### src/rtl/wdog_keyed.sv
module wdog_keyed #(
  parameter int        BASE_BIT = 15,
  parameter logic [7:0] CLR_KEY  = 8'h4E,
  parameter logic [7:0] STOP_KEY = 8'hB1
) (
  input  logic       clk,
  input  logic       rst_n,
  input  logic       reg_wr,
  input  logic       reg_addr,
  input  logic [7:0] reg_wdata,
  output logic [7:0] reg_rdata,
  output logic       rst_req,
  output logic       irq
);
  localparam int CNT_W = BASE_BIT + 11;

  logic             en_bit;
  logic [2:0]       sel;
  logic             route;
  logic             run_q;
  logic [CNT_W-1:0] cnt;
  logic [CNT_W-1:0] mask;
  logic             mode_wr, key_wr, clr_wr, stop_wr, hit;
  int               tap;

  assign mode_wr = reg_wr && !reg_addr;
  assign key_wr  = reg_wr && reg_addr;
  assign clr_wr  = key_wr && (reg_wdata == CLR_KEY);
  assign stop_wr = key_wr && (reg_wdata == STOP_KEY) && !en_bit;

  assign tap  = BASE_BIT + 2 * int'((sel > 3'd5) ? 3'd5 : sel);
  assign mask = {CNT_W{1'b1}} >> (CNT_W - 1 - tap);
  assign hit  = run_q && ((cnt & mask) == mask) && !clr_wr;

  assign reg_rdata = reg_addr ? 8'h00 : {en_bit, sel, 2'b00, route, 1'b0};

  always_ff @(posedge clk) begin
    if (!rst_n) begin
      en_bit <= 1'b1;
      sel    <= 3'd0;
      route  <= 1'b1;
    end else if (mode_wr) begin
      en_bit <= reg_wdata[7];
      sel    <= reg_wdata[6:4];
      route  <= reg_wdata[1];
    end
  end

  always_ff @(posedge clk) begin
    if (!rst_n)                       run_q <= 1'b1;
    else if (mode_wr && reg_wdata[7]) run_q <= 1'b1;
    else if (stop_wr)                 run_q <= 1'b0;
  end

  always_ff @(posedge clk) begin
    if (!rst_n)      cnt <= '0;
    else if (clr_wr) cnt <= '0;
    else if (hit)    cnt <= '0;
    else if (run_q)  cnt <= cnt + 1'b1;
  end

  always_ff @(posedge clk) begin
    if (!rst_n) begin
      rst_req <= 1'b0;
      irq     <= 1'b0;
    end else begin
      rst_req <= hit && route;
      irq     <= hit && !route;
    end
  end
endmodule


### config.mk
export PLATFORM = sky130hd
export DESIGN_NAME = wdog_keyed
export DESIGN_NICKNAME = d
export VERILOG_FILES = /design/src/rtl/wdog_keyed.sv
export SDC_FILE = /design/constraint.sdc
export NUM_CORES = 1
export LEC_CHECK = 0
export ABC_AREA = 0
export BUFFER_PORTS_ARGS = -buffer_cell sky130_fd_sc_hd__buf_4
export CORE_AREA = 8 8 68 70
export CTS_CLUSTER_DIAMETER = 50
export DETAILED_ROUTE_END_ITERATION = 16
export DIE_AREA = 0 0 76 78
export PLACE_DENSITY = 0.7
export SKIP_CTS_REPAIR_TIMING = 1
export SKIP_LAST_GASP = 1
export SLEW_MARGIN = 5
export SYNTH_ARGS = -nofsm -noshare
export SYNTH_HDL_FRONTEND = slang
export SYNTH_SLANG_ARGS = --single-unit
### constraint.sdc
create_clock -name clk -period 5.6 [get_ports clk]
set_clock_uncertainty 0.1 [all_clocks]
set_input_delay 0.56 -clock clk [delete_from_list [all_inputs] [get_ports clk]]
set_output_delay 0.56 -clock clk [all_outputs]
set_load 0.05 [all_outputs]
## After elaboration in Yosys (flattened, before gate mapping)

Cells that the tools add are included.

- Output and inout port bits: 10
- Input port bits: 12
- Register bits after elaboration: 34
- Word-level logic and storage cells: 35

- Reductions and logical operators: 16
- Muxes and demuxes: 2
- Shifts and indexed selects: 1
- Equality and inequality tests: 3
- Bitwise operators: 2
- $lt $le $gt $ge: 1
- Add/subtract/negate cells: 3

Operators with widths:

| cell | count |
|---|---|
| $shr A26 B32 Y26 const A | 1 |
| $add A26 B1 Y26 const B | 1 |
| $and A26 B26 Y26 | 1 |
| $eq A26 B26 Y1 | 1 |
| $logic_and A1 B1 Y1 | 10 |
| $eq A8 B7 Y1 const B | 1 |
| $eq A8 B8 Y1 const B | 1 |
| $mux W8 | 1 |
| $sub A5 B5 Y6 const A | 1 |
| $add A4 B4 Y5 const A | 1 |
| $logic_not A1 Y1 | 4 |
| $gt A3 B3 Y1 const B | 1 |
| $mux W3 | 1 |
| $reduce_or A3 Y1 | 1 |
| $reduce_or A2 Y1 | 1 |
| $not A1 Y1 | 1 |

## Logic depth before layout (Yosys ltp)

Gate-level depths: netlist of run 1.

- Depth in word-level cells: 10
- Gate-level depth with buffers: 7
- Depth with buffers taken out: 5

## Least setup slack after synthesis of run 1

No wires, ideal clock.

- Path type: input to register
- Start: in reg_wdata[7]
- End: reg cnt[0]
- Arrival: 1972 ps
- Required time: 5385 ps
- Setup time: 115 ps
- Path buffers: 2
- Setup slack: 3413 ps
- Stages: 6
- Cell sequence: or4b_2 > o31ai_1 > a41o_1 > buf_6 > buf_4 > nor2_1

- Longest elaborated chain between the ends: 5

RTL lines:

| item | line | RTL |
|---|---|---|
| start, declared | 10 | `input logic [7:0] reg_wdata,` |
| $eq A8 B7 Y1 (*) | 28 | `assign clr_wr = key_wr && (reg_wdata == CLR_KEY);` |
| $logic_and A1 B1 Y1 (*) | 28 |  |
| $logic_not A1 Y1 | 33 | `assign hit = run_q && ((cnt & mask) == mask) && !clr_wr;` |
| $logic_and A1 B1 Y1 | 33 |  |
| $reduce_or A3 Y1 (no line) (*) | n/a |  |
| end signal, assigned | 59 | `else if (run_q) cnt <= cnt + 1'b1;` |
| end, declared | 21 | `logic [CNT_W-1:0] cnt;` |

Every way passes the cells marked *; elsewhere a longest branch is shown, timed or not.
A chain may end at the register's enable or synchronous reset.

## Final worst setup path of run 1

- Start: in reg_wdata[7]
- End: reg cnt[2]

Same word-level chain as after synthesis.

==> results of run 1 <==
==> metal layers <==
metal,global-route usage [%],wire (um)
met1,14.1,1660
met2,23.1,1910
met4,6.47,61
met3,3.00,100
met5,0,0
==> cell type report <==
cell class / count / area, um^2
clock inverters: 1 / 5.00
flip-flops and latches: 34 / 681
well taps: 48 / 60.1
repair buffers: 18 / 135
clock buffers: 7 / 55.1
fillers: 356 / 1630
multi-input cells: 149 / 971
inverters: 3 / 11.3
==> per-stage QoR <==
stage | cell area [um^2] | instances | hold slack (ns)
after floorplan | 1750 | 196 | 0.299
after global placement | 1860 | 252 | 0.329
after detailed placement | 1860 | 252 | 0.331
after CTS | 1920 | 260 | 0.345
after global routing | 1920 | 260 | 0.352
final | 1920 | 260 | 0.348
==> power by group through the flow <==
stage               sequential (W)  clock, W  combinational, W
floorplan                 0.000255         0         0.0000295
global placement          0.000256         0         0.0000384
detailed placement        0.000257         0         0.0000395
CTS                       0.000251  0.000143         0.0000397
global route              0.000252  0.000155         0.0000430
finish                    0.000251  0.000139         0.0000396
==> sequential cells by signal (all words and copies together), names as in the netlist <==
register and flops:
rst_req 1, run_q 1, route 1, cnt 26, sel 3, irq 1, en_bit 1
==> final timing paths <==
check	startpoint	end	slack, ns	depth (start not counted)
setup / recovery	reg_wdata[7]	cnt[2]	3.09	5
hold / removal	route	irq	0.35	1
setup reg to reg	cnt[0]	cnt[14]	3.21	5
hold reg to reg	route	irq	0.35	1
==> worst register-to-register path, stage by stage, from the launching register on <==
cell and delay [ns]:
dfxtp_1 0.46, ha_1 0.23, nand4_1 0.38, or4_2 0.69, or3_1 0.32, a21oi_1 0.13
==> cell families after synthesis <==
group	after synthesis	share of synthesized area [%]
AOI/OAI and AO/OA	36	13.3
adders and majority gates	2	1.44
muxes	4	2.30
other	1	0.216
DFF	34	39.2
buffers and inverters	13	5.40
xor gates and xnor gates	12	6.05
and+or+nand+nor	92	32.1
==> placed cells by master, fill, tap and decap left out, drive strengths merged <==
master | netlist | routed
a41o | 1 | 1
o41ai | 2 | 2
conb | 1 | 3
nand4b | 2 | 2
o31ai | 8 | 8
nor4 | 5 | 5
nand2 | 12 | 12
a21oi | 14 | 14
nand3 | 10 | 10
and2 | 1 | 1
nor3 | 3 | 3
o211ai | 1 | 1
nor2 | 15 | 15
o21ai | 6 | 6
xnor2 | 4 | 4
nand3b | 2 | 2
inv | 3 | 3
buf | 8 | 18
clkbuf | 2 | 7
ha | 2 | 2
nor2b | 8 | 8
or4b | 1 | 1
or3 | 7 | 7
mux2i | 4 | 4
or4 | 7 | 7
a2bb2oi | 2 | 2
and4 | 4 | 4
clkinv | 0 | 1
nand4 | 12 | 12
xor2 | 8 | 8
dfxtp | 34 | 34
and3 | 3 | 3
a21o | 2 | 2
==> impl_metrics.py, run 1 <==
metrics = {
    "worst_setup_path": {
        "cp.required_ns": 5.68,
        "cp-start-kind": "input pin",
        "crit_chain": "buf_4 > or4b_2 > o31ai_1 > a41o_1 > nor2_1",
        "cp.arrival_ns": 2.59,
        "end_kind": "flop",
        "path_max_fanout": 26,
        "slowest_delay_ns": 0.75,
        "worstSetupPathType": "in -> reg",
        "cp.buffers_inverters": 1,
        "cp_slowest_cell": "a41o_1",
        "cpLargestDelayFamily": "compound AO/OA/AOI/OAI gates",
    },
    "power": {
        "power_frac_seq_pct": 58.5,
        "power_density_nw_per_um2": 224,
        "p_sw_share_pct": 25.1,
        "ir_drop_v": 0.000121,
        "p_leak_nw": 0.657,
        "pwr-share-clk_pct": 32.3,
        "p_comb_share_pct": 9.2,
        "switching_power_w": 0.000108,
        "internal_power_w": 0.000322,
        "finalPower_w": 0.000429,
    },
    "cells_and_area": {
        "n_antenna_cell": 0,
        "nets": 225,
        "syn_to_final_growth_pct": 10.4,
        "drive_gt1_share_pct": 17.0,
        "fin_util_pct": 54.0,
    },
    "yosys": {
        "synth-seq-cells": 34,
        "syn_area_per_cell_um2": 8.96,
        "yosysTopAreaCell": "dfxtp_1",
        "synth_seq_area_share_pct": 39.2,
        "ys.flop_type": "dfxtp_1",
        "synthTopCellsByCount": "34 x dfxtp_1, 15 x nor2_1, 13 x a21oi_1",
        "synth_edf_count": 0,
        "netlist_top_cells_area": "dfxtp_1 39%, xor2_1 4.0%, a21oi_1 3.7%",
        "synth_cells": 194,
        "ys_types": 42,
        "synth-async-reset-ratio_pct": 0,
        "synth_area_um2": 1740,
        "ys_warn_count": 0,
        "synthMostInstantiatedCell": "dfxtp_1",
        "synth_top_area_share_pct": 39.2,
    },
    "floorplan": {
        "fp.dieH_um": 78,
        "start_util_pct": 48.9,
        "io_pins": 22,
        "rows": 22,
        "dieArea_um2": 5930,
        "die_x_um": 76,
        "core_region_area_um2": 3550,
    },
    "outcome": {
        "status": "finished clean",
    },
    "clocking": {
        "clk_path_buf_depth": 2,
        "numCtsBuffers": 5,
        "clockRootBuffer": "clkbuf_4",
        "cts.clk_slew.worst_paths_ns": 0.10,
        "cts_tree": "built",
        "cts_max_level": 2,
        "clock_latency_ns": 0.33,
        "cts_sinks": 34,
    },
    "detailed_routing": {
        "num_vias": 1507,
        "wire_per_inst_um": 14.4,
        "drt-initial-drc-count": 84,
        "totalWireLength_um": 3730,
        "firstDrtPassIters": 4,
        "viasPerCell": 5.80,
        "ant_nets": 0,
        "drc": 0,
    },
    "timing": {
        "finalSetupViolCount": 0,
        "worst_slack_ns": 3.09,
        "rsz0062_at_grt": "false",
        "final.min_clock_period_ns": 2.51,
        "max_freq_mhz": 399,
        "period_share_pct": 44.8,
        "fin_setup_tns_ns": 0,
        "worst_pin_slew_ns": 0.899,
        "slew_violations": 0,
        "relSlewSlack_pct": 40.1,
        "hold_viol": 0,
    },
    "placed_design": {
        "dp_slack_ns": 2.74,
        "gp_congestion": 0.805,
        "place_hpwl_um": 2850,
        "portBuffers": 18,
    },
    "global_route": {
        "grt_usage_pct": 12.9,
        "grt_pass1_vias": 1512,
        "grt_max_degree": 27,
        "antenna_found_initial": 0,
        "grt_overflow": 0,
        "grt_pass1_wl_um": 6520,
    },
    "run": {
        "max-cap-violations": 0,
    },
    "worst_hold_path": {
        "hold_path.class": "reg -> reg",
    },
}
(Power assumes the default switching activity.)
==> run 2: changes to the inputs <==
--- a/config.mk
+++ b/config.mk
@@ -11,7 +11,7 @@
 export CTS_CLUSTER_DIAMETER = 50
 export DETAILED_ROUTE_END_ITERATION = 16
 export DIE_AREA = 0 0 76 78
-export PLACE_DENSITY = 0.7
+export PLACE_DENSITY = 0.73
 export SKIP_CTS_REPAIR_TIMING = 1
 export SKIP_LAST_GASP = 1
 export SLEW_MARGIN = 5
==> constraint.sdc (replaced) <==
create_clock -name clk -period 2.3 [get_ports clk]
set_clock_uncertainty 0.1 [all_clocks]
set_input_delay 0.23 -clock clk [delete_from_list [all_inputs] [get_ports clk]]
set_output_delay 0.23 -clock clk [all_outputs]
set_load 0.05 [all_outputs]
==> impl_metrics.py, run 2 (same netlist as run 1, synthesis figures left out) <==
metrics = {
    "global_route": {
        "grt_pass1_vias": 1354,
        "grt_overflow": 0,
        "grt_usage_pct": 12.4,
        "grt_pass1_wl_um": 6160,
        "antenna_found_initial": 0,
        "grt_max_degree": 27,
    },
    "run": {
        "max-cap-violations": 0,
    },
    "placed_design": {
        "dp_cells": 255,
        "portBuffers": 18,
        "gp_congestion": 0.792,
        "place_area_um2": 1890,
        "place_hpwl_um": 2590,
    },
    "clocking": {
        "clockRootBuffer": "clkbuf_4",
        "clk_path_buf_depth": 2,
        "cts_sinks": 34,
        "clock_latency_ns": 0.34,
        "cts_tree": "built",
        "cts.clk_slew.worst_paths_ns": 0.11,
        "cts_max_level": 2,
        "numCtsBuffers": 5,
    },
    "worst_setup_path": {
        "crit_chain": "ha_1 > nand4_1 > or4_2 > or3_1 > a21oi_1",
        "cp.arrival_ns": 2.19,
        "worstSetupPathType": "reg -> reg",
        "r2r-end": "cnt[14]",
        "cp-start-kind": "flop",
        "worstRegToRegCells": 5,
        "r2r_start": "cnt[0]",
        "cp.required_ns": 2.48,
        "end_kind": "flop",
        "r2r_setup_slack_ns": 0.29,
        "slowest_delay_ns": 0.57,
        "path_max_fanout": 5,
        "cp_slowest_cell": "or4_2",
    },
    "detailed_routing": {
        "totalWireLength_um": 3490,
        "ant_nets": 0,
        "firstDrtPassIters": 4,
        "drt-initial-drc-count": 78,
        "num_vias": 1504,
        "viasPerCell": 5.72,
        "drc": 0,
        "wire_per_inst_um": 13.3,
    },
    "cells_and_area": {
        "reg_top3": "cnt (26), sel (3)",
        "n_antenna_cell": 0,
        "stdcell_area_um2": 1950,
        "drive_gt1_share_pct": 18.1,
        "top_register": "cnt",
        "final_common_cell": "dfxtp_1",
        "nets": 228,
        "largest_reg_flops": 26,
        "nFillCells": 339,
        "final_cell_mix": "34 x dfxtp_1, 20 x buf_4, 15 x nor2_1",
        "finalNonFillerCells": 263,
        "syn_to_final_growth_pct": 12.4,
    },
    "timing": {
        "max_freq_mhz": 498,
        "slew_violations": 0,
        "final.min_clock_period_ns": 2.01,
        "finalSetupViolCount": 0,
        "period_share_pct": 87.3,
        "fin_setup_tns_ns": 0,
        "relSlewSlack_pct": 61.4,
        "rsz0062_at_grt": "false",
        "hold_viol": 0,
        "hold_ws_ns": 0.0326,
        "worst_pin_slew_ns": 0.577,
    },
    "floorplan": {
        "fp.dieH_um": 78,
        "die_x_um": 76,
        "rows": 22,
        "io_pins": 22,
        "start_util_pct": 48.9,
        "core_region_area_um2": 3550,
        "dieArea_um2": 5930,
    },
    "outcome": {
        "status": "finished clean",
    },
    "power": {
        "ir_drop_v": 0.000311,
        "power_density_nw_per_um2": 539,
        "finalPower_w": 0.00105,
        "p_leak_nw": 0.675,
    },
    "worst_hold_path": {
        "hold_path.class": "in -> reg",
        "whs_path_depth": 2,
        "min_to": "route",
        "worstHoldStart": "rst_n",
    },
}
==> run 2: final cells by class <==
cell class	count	area, um^2	share of cell area [%]
clock buffers	7	55.1	2.82
clock inverters	1	5.00	0.256
inverters	3	11.3	0.577
multi-input cells	149	971	49.7
flip-flops and latches	34	681	34.8
well taps	48	60.1	3.07
repair buffers	21	170	8.71
==> run 2: worst max-delay path by stage <==
stage | startpoint | to | cells after the start | slack, ns
floorplan | cnt[0] | cnt[14] | 5 | 0.41
global placement | reg_wdata[7] | cnt[22] | 6 | 0.28
detailed placement | reg_wdata[7] | cnt[24] | 6 | 0.26
CTS | cnt[0] | cnt[14] | 5 | 0.29
global route | cnt[1] | cnt[14] | 5 | 0.19
finish | cnt[0] | cnt[14] | 5 | 0.29
==> run 2: worst max-delay path, delay by kind of cell, from the launching register on <==
kind,cells,cell delay (ns)
AOI/OAI and AO/OA,1,0.13
adders and majority gates,1,0.24
DFF,1,0.46
and+or+nand+nor,3,1.02
==> run 2: layer usage <==
metal | vias up | track usage, % | share of wire, %
met2 | 29 | 19.5 | 46
met5 | - | 0 | 0
met3 | 6 | 4.84 | 5.6
met1 | 706 | 14.3 | 46
li1 | 763 | - | -
met4 | 0 | 5.88 | 1.8
==> run 2: power by group <==
group,leakage (nW),switching (W),internal (W)
clock network,0.0353,0.000195,0.000148
logic,0.364,0.0000592,0.0000400
registers,0.275,0.0000130,0.000598
==> run 2: metrics by stage <==
stage	util, %	setup slack (ns)
floorplan	-	0.414
global placement	53.3	0.281
detailed placement	53.3	0.255
CTS	55.0	0.290
global route	55.0	0.186
finish	55.0	0.292
==> run 3: changes to the inputs <==
--- a/config.mk
+++ b/config.mk
@@ -11,7 +11,7 @@
 export CTS_CLUSTER_DIAMETER = 50
 export DETAILED_ROUTE_END_ITERATION = 16
 export DIE_AREA = 0 0 76 78
-export PLACE_DENSITY = 0.73
+export PLACE_DENSITY = 0.72
 export SKIP_CTS_REPAIR_TIMING = 1
 export SKIP_LAST_GASP = 1
 export SLEW_MARGIN = 5
==> impl_metrics.py, run 3 (same netlist as run 1, synthesis figures left out) <==
metrics = {
    "worst_setup_path": {
        "cp-start-kind": "flop",
        "cp.required_ns": 2.48,
        "r2r_setup_slack_ns": 0.27,
        "end_kind": "flop",
        "cp_slowest_cell": "or4_2",
        "path_max_fanout": 5,
        "crit_chain": "ha_1 > nand4_1 > or4_2 > or3_1 > a21oi_1",
        "slowest_delay_ns": 0.58,
        "cp.arrival_ns": 2.21,
        "cpLargestDelayFamily": "simple AND/OR/NAND/NOR gates",
        "cp.buffers_inverters": 0,
        "r2r-end": "cnt[14]",
        "worstRegToRegCells": 5,
        "r2r_start": "cnt[0]",
        "worstSetupPathType": "reg -> reg",
    },
    "clocking": {
        "clk_path_buf_depth": 2,
        "numCtsBuffers": 5,
        "cts.clk_slew.worst_paths_ns": 0.11,
        "clock_latency_ns": 0.34,
        "cts_max_level": 2,
        "cts_tree": "built",
        "clockRootBuffer": "clkbuf_4",
        "cts_sinks": 34,
    },
    "global_route": {
        "busiest_layer": "met2",
        "grt_pass1_wl_um": 6270,
        "grt_use_met3_pct": 4.38,
        "grt_max_degree": 27,
        "antenna_found_initial": 0,
        "use_met1_pct": 14.8,
        "grt_pass1_vias": 1392,
        "globalRouteMet2Util_pct": 19.9,
        "grt_overflow": 0,
        "grt_usage_pct": 12.5,
    },
    "timing": {
        "relSlewSlack_pct": 61.8,
        "hold_viol": 0,
        "max_freq_mhz": 493,
        "rsz0062_at_grt": "false",
        "finalSetupViolCount": 0,
        "hold_ws_ns": 0.0145,
        "final.min_clock_period_ns": 2.03,
        "period_share_pct": 88.3,
        "fin_setup_tns_ns": 0,
        "worst_pin_slew_ns": 0.572,
        "slew_violations": 0,
    },
    "cells_and_area": {
        "n_antenna_cell": 0,
        "largest_reg_flops": 26,
        "finalNonFillerCells": 263,
        "top_register": "cnt",
        "nets": 228,
        "reg_top3": "cnt (26), sel (3)",
        "syn_to_final_growth_pct": 12.4,
        "drive_gt1_share_pct": 18.1,
        "fin_util_pct": 55.0,
        "final_cell_mix": "34 x dfxtp_1, 20 x buf_4, 15 x nor2_1",
        "final_common_cell": "dfxtp_1",
    },
    "detailed_routing": {
        "viasPerCell": 5.71,
        "firstDrtPassIters": 4,
        "drc": 0,
        "num_vias": 1503,
        "ant_nets": 0,
        "wire_per_inst_um": 13.2,
        "drt-initial-drc-count": 106,
        "totalWireLength_um": 3460,
    },
    "power": {
        "ir_drop_v": 0.000355,
        "p_leak_nw": 0.675,
        "finalPower_w": 0.00106,
        "power_density_nw_per_um2": 543,
    },
    "floorplan": {
        "die_x_um": 76,
        "fp.dieH_um": 78,
        "dieArea_um2": 5930,
        "core_region_area_um2": 3550,
        "rows": 22,
        "io_pins": 22,
        "start_util_pct": 48.9,
    },
    "placed_design": {
        "gp_congestion": 0.787,
        "place_hpwl_um": 2590,
        "portBuffers": 18,
        "dp_cells": 255,
    },
    "worst_hold_path": {
        "worstHoldStart": "rst_n",
        "whs_path_depth": 2,
        "hold_path.class": "in -> reg",
        "min_to": "route",
    },
    "run": {
        "max-cap-violations": 0,
    },
    "outcome": {
        "status": "finished clean",
    },
}
## run 3: cell counts in the layout (fill, tap and decap cells not counted)
Identical to the previous run, type by type.
## run 3: area by class of cell
class / count / area (um^2)
tap: 48 / 60.1
sequential: 34 / 681
clock inverter: 1 / 5.00
clock buffer: 7 / 55.1
timing repair buffer: 21 / 170
fill: 318 / 1600
multi-input combinational: 149 / 971
inverter: 3 / 11.3
## run 3: metal layers
metal  share of wire (%)  vias to the layer above
met2                  47                       32
met1                  47                      703
met3                 4.2                        6
met4                 1.8                        0
li1                    -                      762
met5                   0                        -
## run 3: how the worst max path moves through the flow
stage	startpoint	endpoint	slack, ns	cells past startpoint
floorplan	cnt[0]	cnt[14]	0.41	5
finish	cnt[0]	cnt[14]	0.27	5
detailed placement	reg_wdata[7]	cnt[24]	0.28	6
CTS	cnt[0]	cnt[14]	0.25	5
global route	cnt[0]	cnt[14]	0.10	5
global placement	reg_wdata[7]	cnt[18]	0.31	6
## run 3: worst reg2reg max path: stages, from the launching register on
cell and delay [ns]:
dfxtp_1 0.46, ha_1 0.23, nand4_1 0.14, or4_2 0.58, or3_1 0.32, a21oi_1 0.14
## run 3: stage by stage
| stage | setup WS (ns) | cell area [um^2] |
|---|---|---|
| 6_report | 0.270 | 1950 |
| 5_1_grt | 0.104 | 1950 |
| 4_1_cts | 0.254 | 1950 |
| 3_5_place_dp | 0.284 | 1890 |
| 3_3_place_gp | 0.308 | 1890 |
| 2_1_floorplan | 0.414 | 1750 |
## run 3: report_power, final
group	switching (W)	internal, W	total [W]
sequential	0.0000126	0.000598	0.000611
clock	0.000204	0.000148	0.000352
combinational	0.0000584	0.0000401	0.0000985
